**src/rtl/vlfft_agu_pkg.sv**
```systemverilog
package vlfft_agu_pkg;

  typedef enum logic [1:0] {
    MUX_BYPASS = 2'd0,
    MUX_INSERT = 2'd1,
    MUX_SHIFT  = 2'd2
  } mux_sel_e;

  // First stage index for a 2^len transform inside a d-digit space
  function automatic int start_stage(input int d, input int len);
    return d - ((len + 1) >> 1);
  endfunction

endpackage

```
**src/rtl/vlfft_agu_seq.sv**
```systemverilog
module vlfft_agu_seq import vlfft_agu_pkg::*; #(
  parameter int LOG2N = 13,
  localparam int D  = (LOG2N + 1) / 2,
  localparam int BW = 2 * D - 2,
  localparam int SW = $clog2(D + 1),
  localparam int LW = $clog2(LOG2N + 1)
) (
  input  logic          clk_i,
  input  logic          rst_ni,
  input  logic          start_i,
  input  logic [LW-1:0] len_log2_i,
  input  logic          adv_i,
  output logic          busy_o,
  output logic          done_o,
  output logic          r2_o,
  output logic [SW-1:0] stage_o,
  output logic [BW-1:0] bf_o
);

  logic          busy_q, done_q, r2_q;
  logic [LW-1:0] len_q;
  logic [SW-1:0] stage_q, stage_init;
  logic [BW-1:0] bf_q, bf_last, bf_step;
  logic [BW:0]   span;
  logic          at_last, last_stage;

  assign stage_init = SW'(start_stage(D, int'(len_log2_i)));

  // radix-2 stage ends at 2^(L-1)-2, radix-2^2 stage at 2^(L-2)-1
  assign span       = (BW+1)'(1) << (len_q - (r2_q ? LW'(1) : LW'(2)));
  assign bf_last    = BW'(span - (r2_q ? (BW+1)'(2) : (BW+1)'(1)));
  assign bf_step    = r2_q ? BW'(2) : BW'(1);
  assign at_last    = (bf_q == bf_last);
  assign last_stage = (stage_q == SW'(D - 1));

  always_ff @(posedge clk_i or negedge rst_ni) begin
    if (!rst_ni) begin
      busy_q  <= 1'b0;
      done_q  <= 1'b0;
      r2_q    <= 1'b0;
      len_q   <= '0;
      stage_q <= '0;
      bf_q    <= '0;
    end else begin
      done_q <= 1'b0;
      if (start_i) begin
        busy_q  <= 1'b1;
        len_q   <= len_log2_i;
        stage_q <= stage_init;
        bf_q    <= '0;
        r2_q    <= len_log2_i[0];
      end else if (busy_q && adv_i) begin
        if (at_last) begin
          bf_q <= '0;
          r2_q <= 1'b0;
          if (last_stage) begin
            busy_q <= 1'b0;
            done_q <= 1'b1;
          end else begin
            stage_q <= stage_q + 1'b1;
          end
        end else begin
          bf_q <= bf_q + bf_step;
        end
      end
    end
  end

  assign busy_o  = busy_q;
  assign done_o  = done_q;
  assign r2_o    = r2_q;
  assign stage_o = stage_q;
  assign bf_o    = bf_q;

  AST_STAGE_RANGE: assert property (@(posedge clk_i) disable iff (!rst_ni)
    busy_q |-> (stage_q < SW'(D))) else $error("stage out of range");

  AST_STAGE_STEP: assert property (@(posedge clk_i) disable iff (!rst_ni)
    (busy_q && adv_i && !start_i && at_last && !last_stage) |=>
    (stage_q == $past(stage_q) + 1'b1)) else $error("stage did not step by one");

  AST_R2_FIRST_STAGE: assert property (@(posedge clk_i) disable iff (!rst_ni)
    r2_q |-> (busy_q && len_q[0] && stage_q == SW'(start_stage(D, int'(len_q)))))
    else $error("radix-2 mode outside first stage");

  AST_DONE_PULSE: assert property (@(posedge clk_i) disable iff (!rst_ni)
    done_q |=> !done_q) else $error("done longer than one cycle");

  AST_HOLD: assert property (@(posedge clk_i) disable iff (!rst_ni)
    (busy_q && !adv_i && !start_i) |=> ($stable(bf_q) && $stable(stage_q)))
    else $error("counters moved without advance");

endmodule

```
**src/rtl/vlfft_agu_sib.sv**
```systemverilog
module vlfft_agu_sib import vlfft_agu_pkg::*; #(
  parameter int LOG2N = 13,
  localparam int D  = (LOG2N + 1) / 2,
  localparam int VW = 2 * D,
  localparam int BW = VW - 2,
  localparam int SW = $clog2(D + 1)
) (
  input  logic [SW-1:0] stage_i,
  input  logic [BW-1:0] bf_i,
  output logic [VW-1:0] s_o,
  output logic [VW-1:0] t_o,
  output logic [VW-1:0] u_o,
  output logic [VW-1:0] v_o
);

  mux_sel_e      sel [D];   // index 0 drives the most significant digit
  logic [D-1:0]  ins;
  logic [VW-1:0] mask_lo, mask_hi;

  // stage k: muxes above k shift, mux k inserts, the rest bypass
  always_comb begin
    for (int m = 0; m < D; m++) begin
      if (SW'(m) < stage_i)       sel[m] = MUX_SHIFT;
      else if (SW'(m) == stage_i) sel[m] = MUX_INSERT;
      else                        sel[m] = MUX_BYPASS;
    end
  end

  for (genvar j = 0; j < D; j++) begin : g_digit
    localparam int M = D - 1 - j;
    logic [1:0] byp, shf;
    if (j < D - 1) begin : g_byp
      assign byp = bf_i[2*j +: 2];
    end else begin : g_byp_top
      assign byp = 2'b00;
    end
    if (j > 0) begin : g_shf
      assign shf = bf_i[2*(j-1) +: 2];
    end else begin : g_shf_bot
      assign shf = 2'b00;
    end
    assign s_o[2*j +: 2] = (sel[M] == MUX_SHIFT)  ? shf :
                           (sel[M] == MUX_INSERT) ? 2'b00 : byp;
    assign ins[j]          = (sel[M] == MUX_INSERT);
    assign mask_lo[2*j]    = ins[j];
    assign mask_lo[2*j+1]  = 1'b0;
    assign mask_hi[2*j]    = 1'b0;
    assign mask_hi[2*j+1]  = ins[j];
  end

  assign t_o = s_o | mask_lo;
  assign u_o = s_o | mask_hi;
  assign v_o = s_o | mask_lo | mask_hi;

  always_comb begin
    if (stage_i < SW'(D)) begin
      AST_ONE_INSERT: assert ($countones(ins) == 1) else $error("insert position not unique");
    end
  end

endmodule

```
**src/rtl/vlfft_agu_bank.sv**
```systemverilog
module vlfft_agu_bank #(
  parameter int LOG2N = 13,
  localparam int D  = (LOG2N + 1) / 2,
  localparam int VW = 2 * D,
  localparam int BW = VW - 2
) (
  input  logic [VW-1:0] addr_i,
  output logic [1:0]    bank_o,
  output logic [BW-1:0] row_o
);

  always_comb begin
    bank_o = 2'b00;
    for (int j = 0; j < D; j++) begin
      bank_o = bank_o + addr_i[2*j +: 2];
    end
  end

  assign row_o = addr_i[VW-1:2];

endmodule

```
**src/rtl/vlfft_agu_tw.sv**
```systemverilog
module vlfft_agu_tw #(
  parameter int LOG2N = 13,
  localparam int D  = (LOG2N + 1) / 2,
  localparam int VW = 2 * D,
  localparam int BW = VW - 2,
  localparam int SW = $clog2(D + 1)
) (
  input  logic [SW-1:0] stage_i,
  input  logic [BW-1:0] bf_i,
  input  logic          r2_i,
  output logic [VW-1:0] tw1_o,
  output logic [VW-1:0] tw2_o,
  output logic [VW-1:0] tw3_o
);

  logic [BW-1:0] n;
  logic [VW-1:0] n1, n2;

  assign n  = bf_i << {stage_i, 1'b0};
  assign n1 = {2'b00, n};
  assign n2 = {1'b0, n, 1'b0};

  assign tw1_o = n1;
  assign tw2_o = r2_i ? {2'b01, n} : n2;
  assign tw3_o = r2_i ? '0 : n2 + n1;

endmodule

```
**src/rtl/vlfft_agu.sv**
```systemverilog
module vlfft_agu import vlfft_agu_pkg::*; #(
  parameter int LOG2N = 13,
  localparam int D  = (LOG2N + 1) / 2,
  localparam int VW = 2 * D,
  localparam int BW = VW - 2,
  localparam int SW = $clog2(D + 1),
  localparam int LW = $clog2(LOG2N + 1)
) (
  input  logic            clk_i,
  input  logic            rst_ni,
  input  logic            start_i,
  input  logic [LW-1:0]   len_log2_i,
  input  logic            adv_i,
  output logic            valid_o,
  output logic            done_o,
  output logic            radix2_o,
  output logic [VW-1:0]   addr_s_o,
  output logic [VW-1:0]   addr_t_o,
  output logic [VW-1:0]   addr_u_o,
  output logic [VW-1:0]   addr_v_o,
  output logic [VW-1:0]   tw1_o,
  output logic [VW-1:0]   tw2_o,
  output logic [VW-1:0]   tw3_o,
  output logic [7:0]      bank_o,
  output logic [4*BW-1:0] row_o
);

  logic          busy, r2;
  logic [SW-1:0] stage;
  logic [BW-1:0] bf;
  logic [VW-1:0] raw [4];
  logic [VW-1:0] addr [4];

  vlfft_agu_seq #(.LOG2N(LOG2N)) seq_i (
    .clk_i      (clk_i),
    .rst_ni     (rst_ni),
    .start_i    (start_i),
    .len_log2_i (len_log2_i),
    .adv_i      (adv_i),
    .busy_o     (busy),
    .done_o     (done_o),
    .r2_o       (r2),
    .stage_o    (stage),
    .bf_o       (bf)
  );

  vlfft_agu_sib #(.LOG2N(LOG2N)) sib_i (
    .stage_i (stage),
    .bf_i    (bf),
    .s_o     (raw[0]),
    .t_o     (raw[1]),
    .u_o     (raw[2]),
    .v_o     (raw[3])
  );

  vlfft_agu_tw #(.LOG2N(LOG2N)) tw_i (
    .stage_i (stage),
    .bf_i    (bf),
    .r2_i    (r2),
    .tw1_o   (tw1_o),
    .tw2_o   (tw2_o),
    .tw3_o   (tw3_o)
  );

  for (genvar i = 0; i < 4; i++) begin : g_port
    // radix-2 stage runs in a doubled space, folded back by one bit
    assign addr[i] = r2 ? (raw[i] >> 1) : raw[i];
    vlfft_agu_bank #(.LOG2N(LOG2N)) bank_i (
      .addr_i (addr[i]),
      .bank_o (bank_o[2*i +: 2]),
      .row_o  (row_o[i*BW +: BW])
    );
  end

  assign valid_o  = busy;
  assign radix2_o = r2;
  assign addr_s_o = addr[0];
  assign addr_t_o = addr[1];
  assign addr_u_o = addr[2];
  assign addr_v_o = addr[3];

  AST_ADDR_ASCEND: assert property (@(posedge clk_i) disable iff (!rst_ni)
    valid_o |-> (addr_s_o < addr_t_o && addr_t_o < addr_u_o && addr_u_o < addr_v_o))
    else $error("operand addresses not ascending");

  AST_BANK_DISTINCT: assert property (@(posedge clk_i) disable iff (!rst_ni)
    valid_o |-> (bank_o[1:0] != bank_o[3:2] && bank_o[1:0] != bank_o[5:4] &&
                 bank_o[1:0] != bank_o[7:6] && bank_o[3:2] != bank_o[5:4] &&
                 bank_o[3:2] != bank_o[7:6] && bank_o[5:4] != bank_o[7:6]))
    else $error("bank conflict");

  AST_DONE_IDLE: assert property (@(posedge clk_i) disable iff (!rst_ni)
    done_o |-> (!valid_o && !radix2_o)) else $error("done while busy");

endmodule

```
**config.mk**
```make
export PLATFORM = sky130hd
export DESIGN_NAME = vlfft_agu
export DESIGN_NICKNAME = d
export VERILOG_FILES = /design/src/rtl/vlfft_agu_pkg.sv /design/src/rtl/vlfft_agu_seq.sv /design/src/rtl/vlfft_agu_sib.sv /design/src/rtl/vlfft_agu_bank.sv /design/src/rtl/vlfft_agu_tw.sv /design/src/rtl/vlfft_agu.sv
export SDC_FILE = /design/constraint.sdc
export NUM_CORES = 1
export LEC_CHECK = 0
export ABC_AREA = 1
export BUFFER_PORTS_ARGS = -buffer_cell sky130_fd_sc_hd__clkbuf_2
export CORE_MARGIN = 10
export CORE_UTILIZATION = 47
export CTS_CLUSTER_SIZE = 25
export DETAILED_ROUTE_END_ITERATION = 10
export PLACE_DENSITY = 0.82
export SYNTH_ARGS = -nofsm -noshare
export SYNTH_HDL_FRONTEND = slang
export SYNTH_SLANG_ARGS = --single-unit
```
**constraint.sdc**
```tcl
create_clock -name clk_i -period 5.63 [get_ports clk_i]
set_clock_uncertainty 0.2 [all_clocks]
set_input_delay 1.126 -clock clk_i [delete_from_list [all_inputs] [get_ports clk_i]]
set_output_delay 1.126 -clock clk_i [all_outputs]
set_load 0.005 [all_outputs]
```
==> results.json, run 1 <==
{
  "reg2reg_slack_ps": 730,
  "drt_iter0_drc": 543,
  "max_cap_viol_count": 0,
  "synth.distinct_cells": 43,
  "ys_top_cells_by_area": "nand2_1 (16%), dfrtp_1 (11%), inv_1 (9.5%)",
  "whs_endpoint": "seq_i.busy_o",
  "wl_met1_um": 6540,
  "totalWireLength_um": 15500,
  "instances_no_fill": 1039,
  "grt_pass1_wl_um": 24600,
  "clk_latency_ps": 260,
  "final_max_slew_viol_count": 0,
  "dpl_cell_area_um2": 5420,
  "ant_nets": 0,
  "ys_ff_latch": 22,
  "critical_path_peak_fanout": 7,
  "fmax_mhz": 185,
  "dieWidth_um": 122,
  "nNetsFinal": 955,
  "r2r_start": "seq_i.r2_o",
  "final.setup.tns_ps": 0,
  "ir_worst_vdd_uv": 202,
  "hold_viol": 0,
  "power_density_nw_per_um2": 320,
  "diodes": 0,
  "setup.worst_path.start_class": "register",
  "synthArstFlopShare_pct": 100,
  "synthesis.area_um2": 4840,
  "dr.pass1.iters": 6,
  "crit_type": "register to output port",
  "dp.cells": 1029,
  "wl_per_cell_um": 14.9,
  "nFillCells": 1063,
  "syn_inst": 791,
  "synth-edff-count": 0,
  "clk_pin_slew_ps": 80,
  "avgSynthCellArea_um2": 6.12,
  "hp-start": "seq_i.busy_o",
  "track_usage_pct": 19.6,
  "finish.utilization_pct": 55.0,
  "ctsRootBufferMaster": "clkbuf_8",
  "r2r_end": "seq_i.bf_o[10]",
  "top_layer_used": "met4",
  "hp-class": "register to register",
  "yosysWarnings": 0,
  "fin_crit_sh_pct": 95.8,
  "yosys.area.top_type": "nand2_1",
  "core-area_um2": 10200,
  "dp_hpwl_um": 13100,
  "setup_violations": 0,
  "cp_data_arrival_time_ps": 4070,
  "syn2layout_area_growth_pct": 15.5,
  "numPortBuffers": 161,
  "vias": 5284,
  "antenna_found_initial": 0,
  "cts_buffers": 3,
  "p_leak_uw": 0.00326,
  "rsz0062_at_grt": "false",
  "synth_top_area_share_pct": 16.1,
  "grt_pass1_vias": 4814,
  "reg2reg_depth": 23,
  "cts_tree": "yes",
  "grt_start_max_net_pins": 25,
  "wl_met2_um": 7300,
  "cts_hold_buf": 0,
  "relSlewSlack_pct": 60.5,
  "end_kind": "output port",
  "viasPerCell": 5.09,
  "post-place-ws_ps": 408,
  "drive_gt1_share_pct": 25.5,
  "drc": 0,
  "rows": 37,
  "start_util_pct": 47.6,
  "gp_congestion": 0.991,
  "dr_wl_met3_um": 1450,
  "clockBufferDepth": 2,
  "die_h_um": 122,
  "grt-ovfl-total": 0,
  "cts.htree.levels": 1,
  "synth_seq_area_share_pct": 11.4,
  "clkSinkCount": 22,
  "status": "complete, no violations",
  "synth_common_cells": "nand2_1 (208), inv_1 (122), nor2_1 (69)",
  "synth_ff_type": "dfrtp_1",
  "period_needed_ps": 5390,
  "pin_count": 165,
  "hold_depth": 2,
  "worst_slack_ps": 236,
  "die-area_um2": 14800,
  "cp.required_ps": 4300,
  "worst_slew_pin_slew_ps": 593,
  "yosysMostFrequentCell": "nand2_1",
  "fin_area_um2": 5600
}
-- cells by family (layout without fill, tap and decap cells) --
group                      count (synthesis)  count (layout)  share of synthesized area [%]
AOI/OAI and AO/OA                        110             110                           12.9
adders and majority gates                 43              43                           14.2
DFF                                       22              22                           11.4
and+or+nand+nor                          373             373                           33.8
buffers and inverters                    199             309                           19.9
other                                      1               3                         0.0774
xor gates and xnor gates                  43              43                           7.77
-- area by class of cell --
class                   count  area, um^2  area share [%]
clock buffers               3        41.3           0.738
clock inverters             1        30.0           0.536
inverters                 130         495            8.85
multi-input cells         572        3380            60.4
flip-flops and latches     22         556            9.92
well taps                 136         170            3.04
repair buffers            175         923            16.5
-- cells in the final DEF, fill, tap and decap left out, types with 3 or more instances in the layout --
master,Yosys,final
nand2_1,208,208
clkbuf_2,0,161
inv_1,122,122
nor2_1,69,67
nand3_1,43,43
o21ai_0,39,39
a21oi_1,33,32
xor2_1,32,32
ha_1,23,23
fa_1,20,20
dfrtp_1,22,18
o22ai_1,14,13
buf_4,54,13
xnor2_1,11,11
nand4_1,10,10
nand2_2,9,8
nor2_2,7,8
nor3_1,8,8
o21ai_1,9,8
nand2_4,6,6
or2_2,4,4
inv_2,5,4
dfrtp_2,0,4
nand3_2,3,3
inv_4,2,3
conb_1,1,3
clkbuf_8,0,3
-- where the power goes --
| group | switching [uW] | internal [uW] | leakage [uW] |
|---|---|---|---|
| registers | 22.4 | 171 | 0.000282 |
| logic | 875 | 574 | 0.00294 |
| clock network | 54.0 | 95.0 | 0.0000357 |
| total | 951 | 840 | 0.00326 |
-- state kept, by name, summed over array words and instances (netlist names) --
register and cells:
seq_i.bf_o 12, seq_i.len_q 4, seq_i.stage_o 3, seq_i.busy_o 1, seq_i.done_o 1, seq_i.r2_o 1
-- layer usage --
layer  up-vias  global-route usage (%)
met5         -                       0
met4         0                    2.61
met3        14                    4.09
met2       234                    33.5
met1      2381                    25.5
li1       2655                       -
-- how the worst max path moves through the flow --
stage,from,endpoint
floorplan,seq_i.r2_o,bank_o[7]
global placement,seq_i.stage_o[1],bank_o[7]
detailed placement,seq_i.stage_o[1],bank_o[7]
CTS,seq_i.stage_o[1],bank_o[7]
global route,seq_i.stage_o[0],bank_o[7]
finish,seq_i.stage_o[1],bank_o[3]
-- what timing repair did --
action	CTS	global route
resized for setup	0	16
buffers inserted	0	6
setup endpoints to repair	0	4
-- metrics by stage --
step	power, uW	hold slack (ps)
2_1_floorplan	1190	294
3_3_place_gp	1590	312
3_5_place_dp	1610	320
4_1_cts	1760	340
5_1_grt	1990	376
6_report	1790	339
-- critical path, stage by stage (launching register included) --
cell and delay [ps]:
dfrtp_2 440, buf_4 170, nand2_1 100, nand2_2 110
o22ai_1 320, inv_1 80, nand2_1 90, nand2_1 80
nand2_1 120, inv_1 70, fa_1 540, inv_1 60
fa_1 470, fa_1 420, xor2_1 160, inv_1 60
or2_1 240, nand2_1 60, nand2_1 40, nand2_1 50
clkbuf_2 100
No activity file was read; power rests on OpenSTA's default activity.
==> inputs of run 2 (changes only) <==
--- a/config.mk
+++ b/config.mk
@@ -5,8 +5,8 @@
 export SDC_FILE = /design/constraint.sdc
 export NUM_CORES = 1
 export LEC_CHECK = 0
-export ABC_AREA = 1
 export BUFFER_PORTS_ARGS = -buffer_cell sky130_fd_sc_hd__clkbuf_2
+export CAP_MARGIN = 5
 export CORE_MARGIN = 10
 export CORE_UTILIZATION = 47
 export CTS_CLUSTER_SIZE = 25
==> run 2 against run 1 <==
Effect of this change:
- the flow now finishes with violations (negative setup slack)
- sequential share of layout area decreased by 0.76 points
- register-to-register slack got worse by 430 ps
- sequential power decreased by 7%
- wire length increased by 1.7%
- worst setup slack got worse by 290 ps
- hold slack got worse by 2.1 ps
- sequential cell count unchanged
- final area increased by 7.8%
- fmax decreased by 5.2%
- largest cell class unchanged
==> results.json, run 2 <==
{
  "status": "complete, but fails checks",
  "violations": "negative setup slack",
  "rows": 37,
  "clk_latency_ps": 270,
  "drive_gt1_share_pct": 37.4,
  "synth_top_area_share_pct": 11.3,
  "critPathBufInv": 3,
  "vias": 5179,
  "final_max_slew_viol_count": 0,
  "hp-class": "register to register",
  "grt_use_met3_pct": 5.60,
  "synth_ff_type": "dfrtp_1",
  "grt_pass1_vias": 4979,
  "yosysMostFrequentCell": "nor2_1",
  "worst_slew_pin_slew_ps": 878,
  "grt_util_met1_pct": 22.7,
  "die-area_um2": 14800,
  "track_usage_pct": 19.5,
  "pin_count": 165,
  "ant_nets": 0,
  "ys_ff_latch": 22,
  "cts_tree": "yes",
  "worst_slack_ps": -58.6,
  "intPower_uw": 802,
  "cts_hold_buf": 0,
  "mostFrequentLayoutCell": "clkbuf_2",
  "synth_seq_area_share_pct": 11.3,
  "ir_worst_vdd_uv": 190,
  "grt_start_max_net_pins": 27,
  "ctsRootBufferMaster": "clkbuf_8",
  "synth-edff-count": 0,
  "finish.utilization_pct": 59.3,
  "synthArstFlopShare_pct": 100,
  "dieWidth_um": 122,
  "setup_violations": 1,
  "cts.htree.levels": 1,
  "crit_slowest_cell": "fa_1",
  "fin_crit_sh_pct": 101,
  "cp_data_arrival_time_ps": 4360,
  "relSlewSlack_pct": 40.9,
  "rsz0062_at_grt": "true",
  "totalWireLength_um": 15700,
  "yosysWarnings": 0,
  "wl_per_cell_um": 16.8,
  "hold_ws_ps": 337,
  "dp_hpwl_um": 12600,
  "start_util_pct": 47.6,
  "fmax_mhz": 176,
  "p_comb_share_pct": 78.2,
  "avgSynthCellArea_um2": 7.39,
  "core-area_um2": 10200,
  "post-place-ws_ps": 4.25,
  "yosys.area.top_type": "dfrtp_1",
  "numPortBuffers": 161,
  "p_leak_uw": 0.00311,
  "clkSinkCount": 22,
  "hold_viol": 0,
  "cts_buffers": 3,
  "critical_path.max_stage_delay_ps": 490,
  "synthesis.area_um2": 4850,
  "critical_path_peak_fanout": 5,
  "setup.worst_path.start_class": "register",
  "nFillCells": 925,
  "nNetsFinal": 851,
  "gp_congestion": 0.981,
  "crit_top_cell": "xnor2_1",
  "final.setup.tns_ps": -58.6,
  "drt_iter0_drc": 368,
  "antenna_found_initial": 0,
  "power_density_nw_per_um2": 250,
  "grt-ovfl-total": 0,
  "cp.required_ps": 4300,
  "clockBufferDepth": 2,
  "pwr-share-clk_pct": 10.0,
  "largest_reg_flops": 12,
  "dp.cells": 919,
  "top_usage_layer": "met2",
  "grt_pass1_wl_um": 24600,
  "end_kind": "output port",
  "diodes": 0,
  "final_cell_mix": "clkbuf_2 (159), nor2_1 (63), buf_4 (62)",
  "crit_type": "register to output port",
  "instances_no_fill": 935,
  "pwr-share-seq_pct": 11.9,
  "clk_pin_slew_ps": 90,
  "synth.distinct_cells": 74,
  "cpLargestDelayFamily": "adder cells",
  "period_needed_ps": 5690,
  "switching_share_pct": 46.8,
  "syn_inst": 657,
  "grtUsageMet2_pct": 34.5,
  "p_switching_uw": 705,
  "syn2layout_area_growth_pct": 24.4,
  "crit_chain": "or2_4, a22oi_2, and2_4, a21oi_2, or2_4, fa_1, inv_1, fa_1, inv_2, fa_2, xor2_1, xnor2_1, xnor2_1, xnor2_1, xnor2_1, xnor3_1, buf_2",
  "ys_top_cells_by_area": "dfrtp_1 (11%), fa_1 (8.3%), buf_4 (8.2%)",
  "max_cap_viol_count": 0,
  "synth_common_cells": "nor2_1 (70), nand2_1 (58), inv_1 (55)",
  "die_h_um": 122,
  "drc": 0,
  "dr.pass1.iters": 5,
  "viasPerCell": 5.54
}
==> run 2: changes by cell type in the layout (fill, tap and decap cells not counted), sizes merged, moves of 32 or more <==
cell	before	now
xnor2	11	43
nand3	46	9
buf	14	67
nand2	223	58
inv	129	55
==> run 2: per-layer routing <==
| metal | part of all wire, % | vias to the layer above |
|---|---|---|
| met3 | 11 | 43 |
| met5 | 0 | - |
| li1 | - | 2451 |
| met4 | 2.8 | 0 |
| met2 | 48 | 299 |
| met1 | 38 | 2386 |
==> run 2: area by class of cell <==
type                            count  area (um^2)  share of cell area [%]
Tap cell                          136          170                    2.82
Inverter                           56          215                    3.57
Clock inverter                      1         30.0                   0.498
Timing Repair Buffer              226         1300                    21.5
Multi-Input combinational cell    491         3730                    61.7
Sequential cell                    22          553                    9.16
Clock buffer                        3         41.3                   0.684
==> run 2: stage by stage <==
stage	instance area (um^2)	total power, uW
2_1_floorplan	4870	982
3_3_place_gp	5670	1290
3_5_place_dp	5670	1310
4_1_cts	5930	1490
5_1_grt	6030	1630
6_report	6030	1510
==> run 2: what timing repair did <==
| action | 4_1_cts | 5_1_grt |
|---|---|---|
| cloned | 1 | 0 |
| endpoints found under the setup margin | 3 | 14 |
| endpoints found under the hold margin | 0 | 0 |
| gates resized for setup | 40 | 27 |
| pin swaps | 20 | 16 |
| buffers inserted | 7 | 4 |
==> run 2: final timing paths <==
| check | depth (start not counted) | start | slack [ps] | end |
|---|---|---|---|---|
| hold / removal | 1 | seq_i.busy_o | 340 | seq_i.busy_o |
| min in group asynchronous | 1 | rst_ni | 630 | seq_i.stage_o[1] |
| hold reg to reg | 1 | seq_i.busy_o | 340 | seq_i.busy_o |
| setup reg to reg | 17 | seq_i.r2_o | 300 | seq_i.done_o |
| max in group asynchronous | 1 | rst_ni | 4200 | seq_i.r2_o |
| setup / recovery | 17 | seq_i.stage_o[2] | -60 | bank_o[7] |
==> run 2: power by group through the flow <==
stage / Combinational [uW] / Clock [uW] / Sequential, uW
global placement: 1110 / 0 / 180
finish: 1180 / 150 / 179
detailed placement: 1130 / 0 / 180
global route: 1300 / 155 / 180
floorplan: 805 / 0 / 178
CTS: 1160 / 150 / 178
==> run 2: kinds of logic (layout without fill, tap and decap cells) <==
kind of cell	count (synthesis)	in the layout	share of synthesized area [%]
other	1	3	0.0773
XOR/XNOR	63	63	11.9
flip-flops	22	22	11.3
adder cells (fa/ha/maj)	43	43	14.2
buffers and inverters	146	286	16.0
AND/OR/NAND/NOR	214	214	21.9
AO/OA/AOI/OAI	143	143	19.1
multiplexers	25	25	5.49
==> inputs of run 3 (changes only) <==
--- a/config.mk
+++ b/config.mk
@@ -11,7 +11,8 @@
 export CORE_UTILIZATION = 47
 export CTS_CLUSTER_SIZE = 25
 export DETAILED_ROUTE_END_ITERATION = 10
-export PLACE_DENSITY = 0.82
+export PLACE_DENSITY = 0.8
 export SYNTH_ARGS = -nofsm -noshare
 export SYNTH_HDL_FRONTEND = slang
+export SYNTH_HIERARCHICAL = 1
 export SYNTH_SLANG_ARGS = --single-unit
==> run 3 against run 2 <==
Effect of this change:
- critical endpoint is now tw3_o[12]
- first-iteration DRC count up 3.3%
- highest routed layer unchanged
- worst setup slack improved by 280 ps
- sequential share of layout area down 0.33 points
- the flow now finishes without violations
==> results.json, run 3 <==
{
  "period_needed_ps": 5410,
  "rsz0062_at_grt": "false",
  "grt_start_max_net_pins": 98,
  "hold_depth": 2,
  "die-area_um2": 17300,
  "antenna_found_initial": 0,
  "synthArstFlopShare_pct": 100,
  "ys_top_cells_by_area": "buf_4 (11%), dfrtp_1 (9.4%), mux2_4 (9.2%)",
  "synth_seq_area_share_pct": 9.39,
  "reg2reg_slack_ps": 620,
  "drc": 0,
  "cp.required_ps": 4300,
  "dr.pass1.iters": 5,
  "synth_fa_ha_area_share_pct": 10.8,
  "dieWidth_um": 132,
  "synth.distinct_cells": 95,
  "r2r_end": "seq_i/r2_o",
  "p_leak_uw": 0.00309,
  "ir_worst_vdd_uv": 132,
  "synthSimpleGateAreaFrac_pct": 18.0,
  "mostFrequentLayoutCell": "clkbuf_2",
  "critical_path_peak_fanout": 20,
  "ctsRootBufferMaster": "clkbuf_16",
  "rows": 40,
  "final.setup.tns_ps": 0,
  "relSlewSlack_pct": 52.2,
  "pwr-share-seq_pct": 13.5,
  "whs_endpoint": "seq_i/len_q[0]",
  "fin_crit_sh_pct": 96.1,
  "diodes": 0,
  "hold_viol": 0,
  "clkSinkCount": 22,
  "syn2layout_area_growth_pct": 7.24,
  "grt-ovfl-total": 0,
  "viasPerCell": 5.70,
  "worst_slew_pin_slew_ps": 711,
  "yosys.area.top_type": "buf_4",
  "hp-class": "register to register",
  "syn_inst": 666,
  "synth_top_family_by_area": "compound AO/OA/AOI/OAI gates",
  "numPortBuffers": 161,
  "switching_share_pct": 43.9,
  "die_h_um": 132,
  "grt_pass1_vias": 4863,
  "nNetsFinal": 785,
  "cts_buffers": 3,
  "drt_iter0_drc": 380,
  "cts_hold_buf": 0,
  "vias": 5162,
  "final_max_slew_viol_count": 0,
  "drive_gt1_share_pct": 38.5,
  "power_density_nw_per_um2": 225,
  "avgSynthCellArea_um2": 8.80,
  "pin_count": 165,
  "worst_slack_ps": 221,
  "setup_violations": 0,
  "clk_latency_ps": 260,
  "clk_pin_slew_ps": 60,
  "dp_hpwl_um": 13000,
  "core-area_um2": 12100,
  "crit_type": "register to output port",
  "grt_pass1_wl_um": 26400,
  "synth-xor-area-share_pct": 10.4,
  "intPower_uw": 792,
  "gp_congestion": 0.965,
  "largest_reg_flops": 12,
  "synth_ff_type": "dfrtp_1",
  "final_cell_mix": "clkbuf_2 (161), xnor2_1 (39), nand2_1 (37)",
  "totalWireLength_um": 16200,
  "yosysMostFrequentCell": "buf_4",
  "synth.area.mux_share_pct": 16.8,
  "yosysWarnings": 6,
  "start_util_pct": 48.4,
  "synth-edff-count": 0,
  "cp_data_arrival_time_ps": 4080,
  "status": "complete, no violations",
  "post-place-ws_ps": 384,
  "max_cap_viol_count": 0,
  "ys_ff_latch": 22,
  "setup.worst_path.start_class": "register",
  "ant_nets": 0,
  "wl_per_cell_um": 17.9,
  "r2r_start": "seq_i/r2_o",
  "end_kind": "output port",
  "fmax_mhz": 185,
  "hp-start": "seq_i/len_q[0]",
  "synth_top_area_share_pct": 10.8,
  "synth_common_cells": "buf_4 (84), xnor2_1 (39), nand2_1 (37)",
  "p_comb_share_pct": 72.3,
  "p_switching_uw": 620,
  "synth_compound_area_share_pct": 18.7,
  "pwr-share-clk_pct": 14.2,
  "track_usage_pct": 17.4,
  "synthesis.area_um2": 5860,
  "cts_tree": "yes",
  "reg2reg_depth": 15,
  "cts.htree.levels": 1,
  "clockBufferDepth": 2
}
run 3: cell types whose count changed in the layout (fill, tap and decap cells not counted), sizes merged, moves of 8 or more:
cell / previous run / this run
mux2: 13 / 64
nand2: 58 / 38
nor2b: 8 / 18
nor2: 71 / 37
buf: 67 / 17
a21oi: 41 / 25
o21ai: 34 / 26
inv: 55 / 21
run 3: through the flow:
step / cells / utilization, % / hold slack (ps) / cell area [um^2] / power [uW]
floorplan: 668 / - / 307 / 5870 / 985
global placement: 901 / 51.0 / 326 / 6180 / 1200
detailed placement: 901 / 51.0 / 342 / 6180 / 1210
CTS: 905 / 51.9 / 354 / 6280 / 1420
global route: 905 / 51.9 / 409 / 6280 / 1530
finish: 905 / 51.9 / 347 / 6280 / 1410
run 3: worst max-delay path, cell delays in order (launching register included):
cell	delay (ps)
dfrtp_1	700
buf_4	350
mux4_2	530
nand2_1	80
o31a_1	210
inv_1	100
ha_1	470
a211oi_1	130
or3_1	410
and4b_1	220
o2bb2ai_1	110
or3_1	370
clkbuf_2	130
run 3: layout make-up:
cell class	instances	area, um^2
flip-flops and latches	22	556
well taps	168	210
multi-input cells	512	4390
inverters	21	78.8
fillers	1140	5830
repair buffers	178	946
clock buffers	3	75.1
clock inverters	1	30.0
run 3: power groups by stage:
stage | Sequential, uW | Combinational (uW) | Clock, uW
2_1_floorplan | 186 | 800 | 0
3_3_place_gp | 192 | 1010 | 0
3_5_place_dp | 193 | 1020 | 0
4_1_cts | 190 | 1020 | 203
5_1_grt | 193 | 1130 | 210
6_report | 190 | 1020 | 201
run 3: repair_timing:
item / in CTS / in global routing
buffers inserted: 0 / 0
resized for setup: 0 / 2
endpoints found under the setup margin: 0 / 5
run 3: kinds of logic after synthesis:
group	Yosys count
muxes	73
xor gates and xnor gates	58
DFF	22
AOI/OAI and AO/OA	149
buffers and inverters	134
and+or+nand+nor	190
other	1
adders and majority gates	39
run 3: how the worst max path moves through the flow:
stage / start / endpoint / slack [ps] / cells after the start
finish: seq_i/stage_o[1] / tw3_o[12] / 220 / 12
global route: seq_i/stage_o[1] / bank_o[1] / 20 / 10
CTS: seq_i/stage_o[2] / bank_o[1] / 90 / 10
detailed placement: seq_i/stage_o[2] / bank_o[1] / 380 / 10
global placement: seq_i/stage_o[2] / bank_o[1] / 490 / 10
floorplan: seq_i/stage_o[2] / bank_o[7] / 780 / 12
run 3: metal layers:
metal,up-vias,share of wire [%],track usage [%]
met5,-,0,0
met4,0,0.76,2.60
met3,14,7.4,3.77
met2,213,52,30.6
met1,2478,40,21.7
li1,2457,-,-
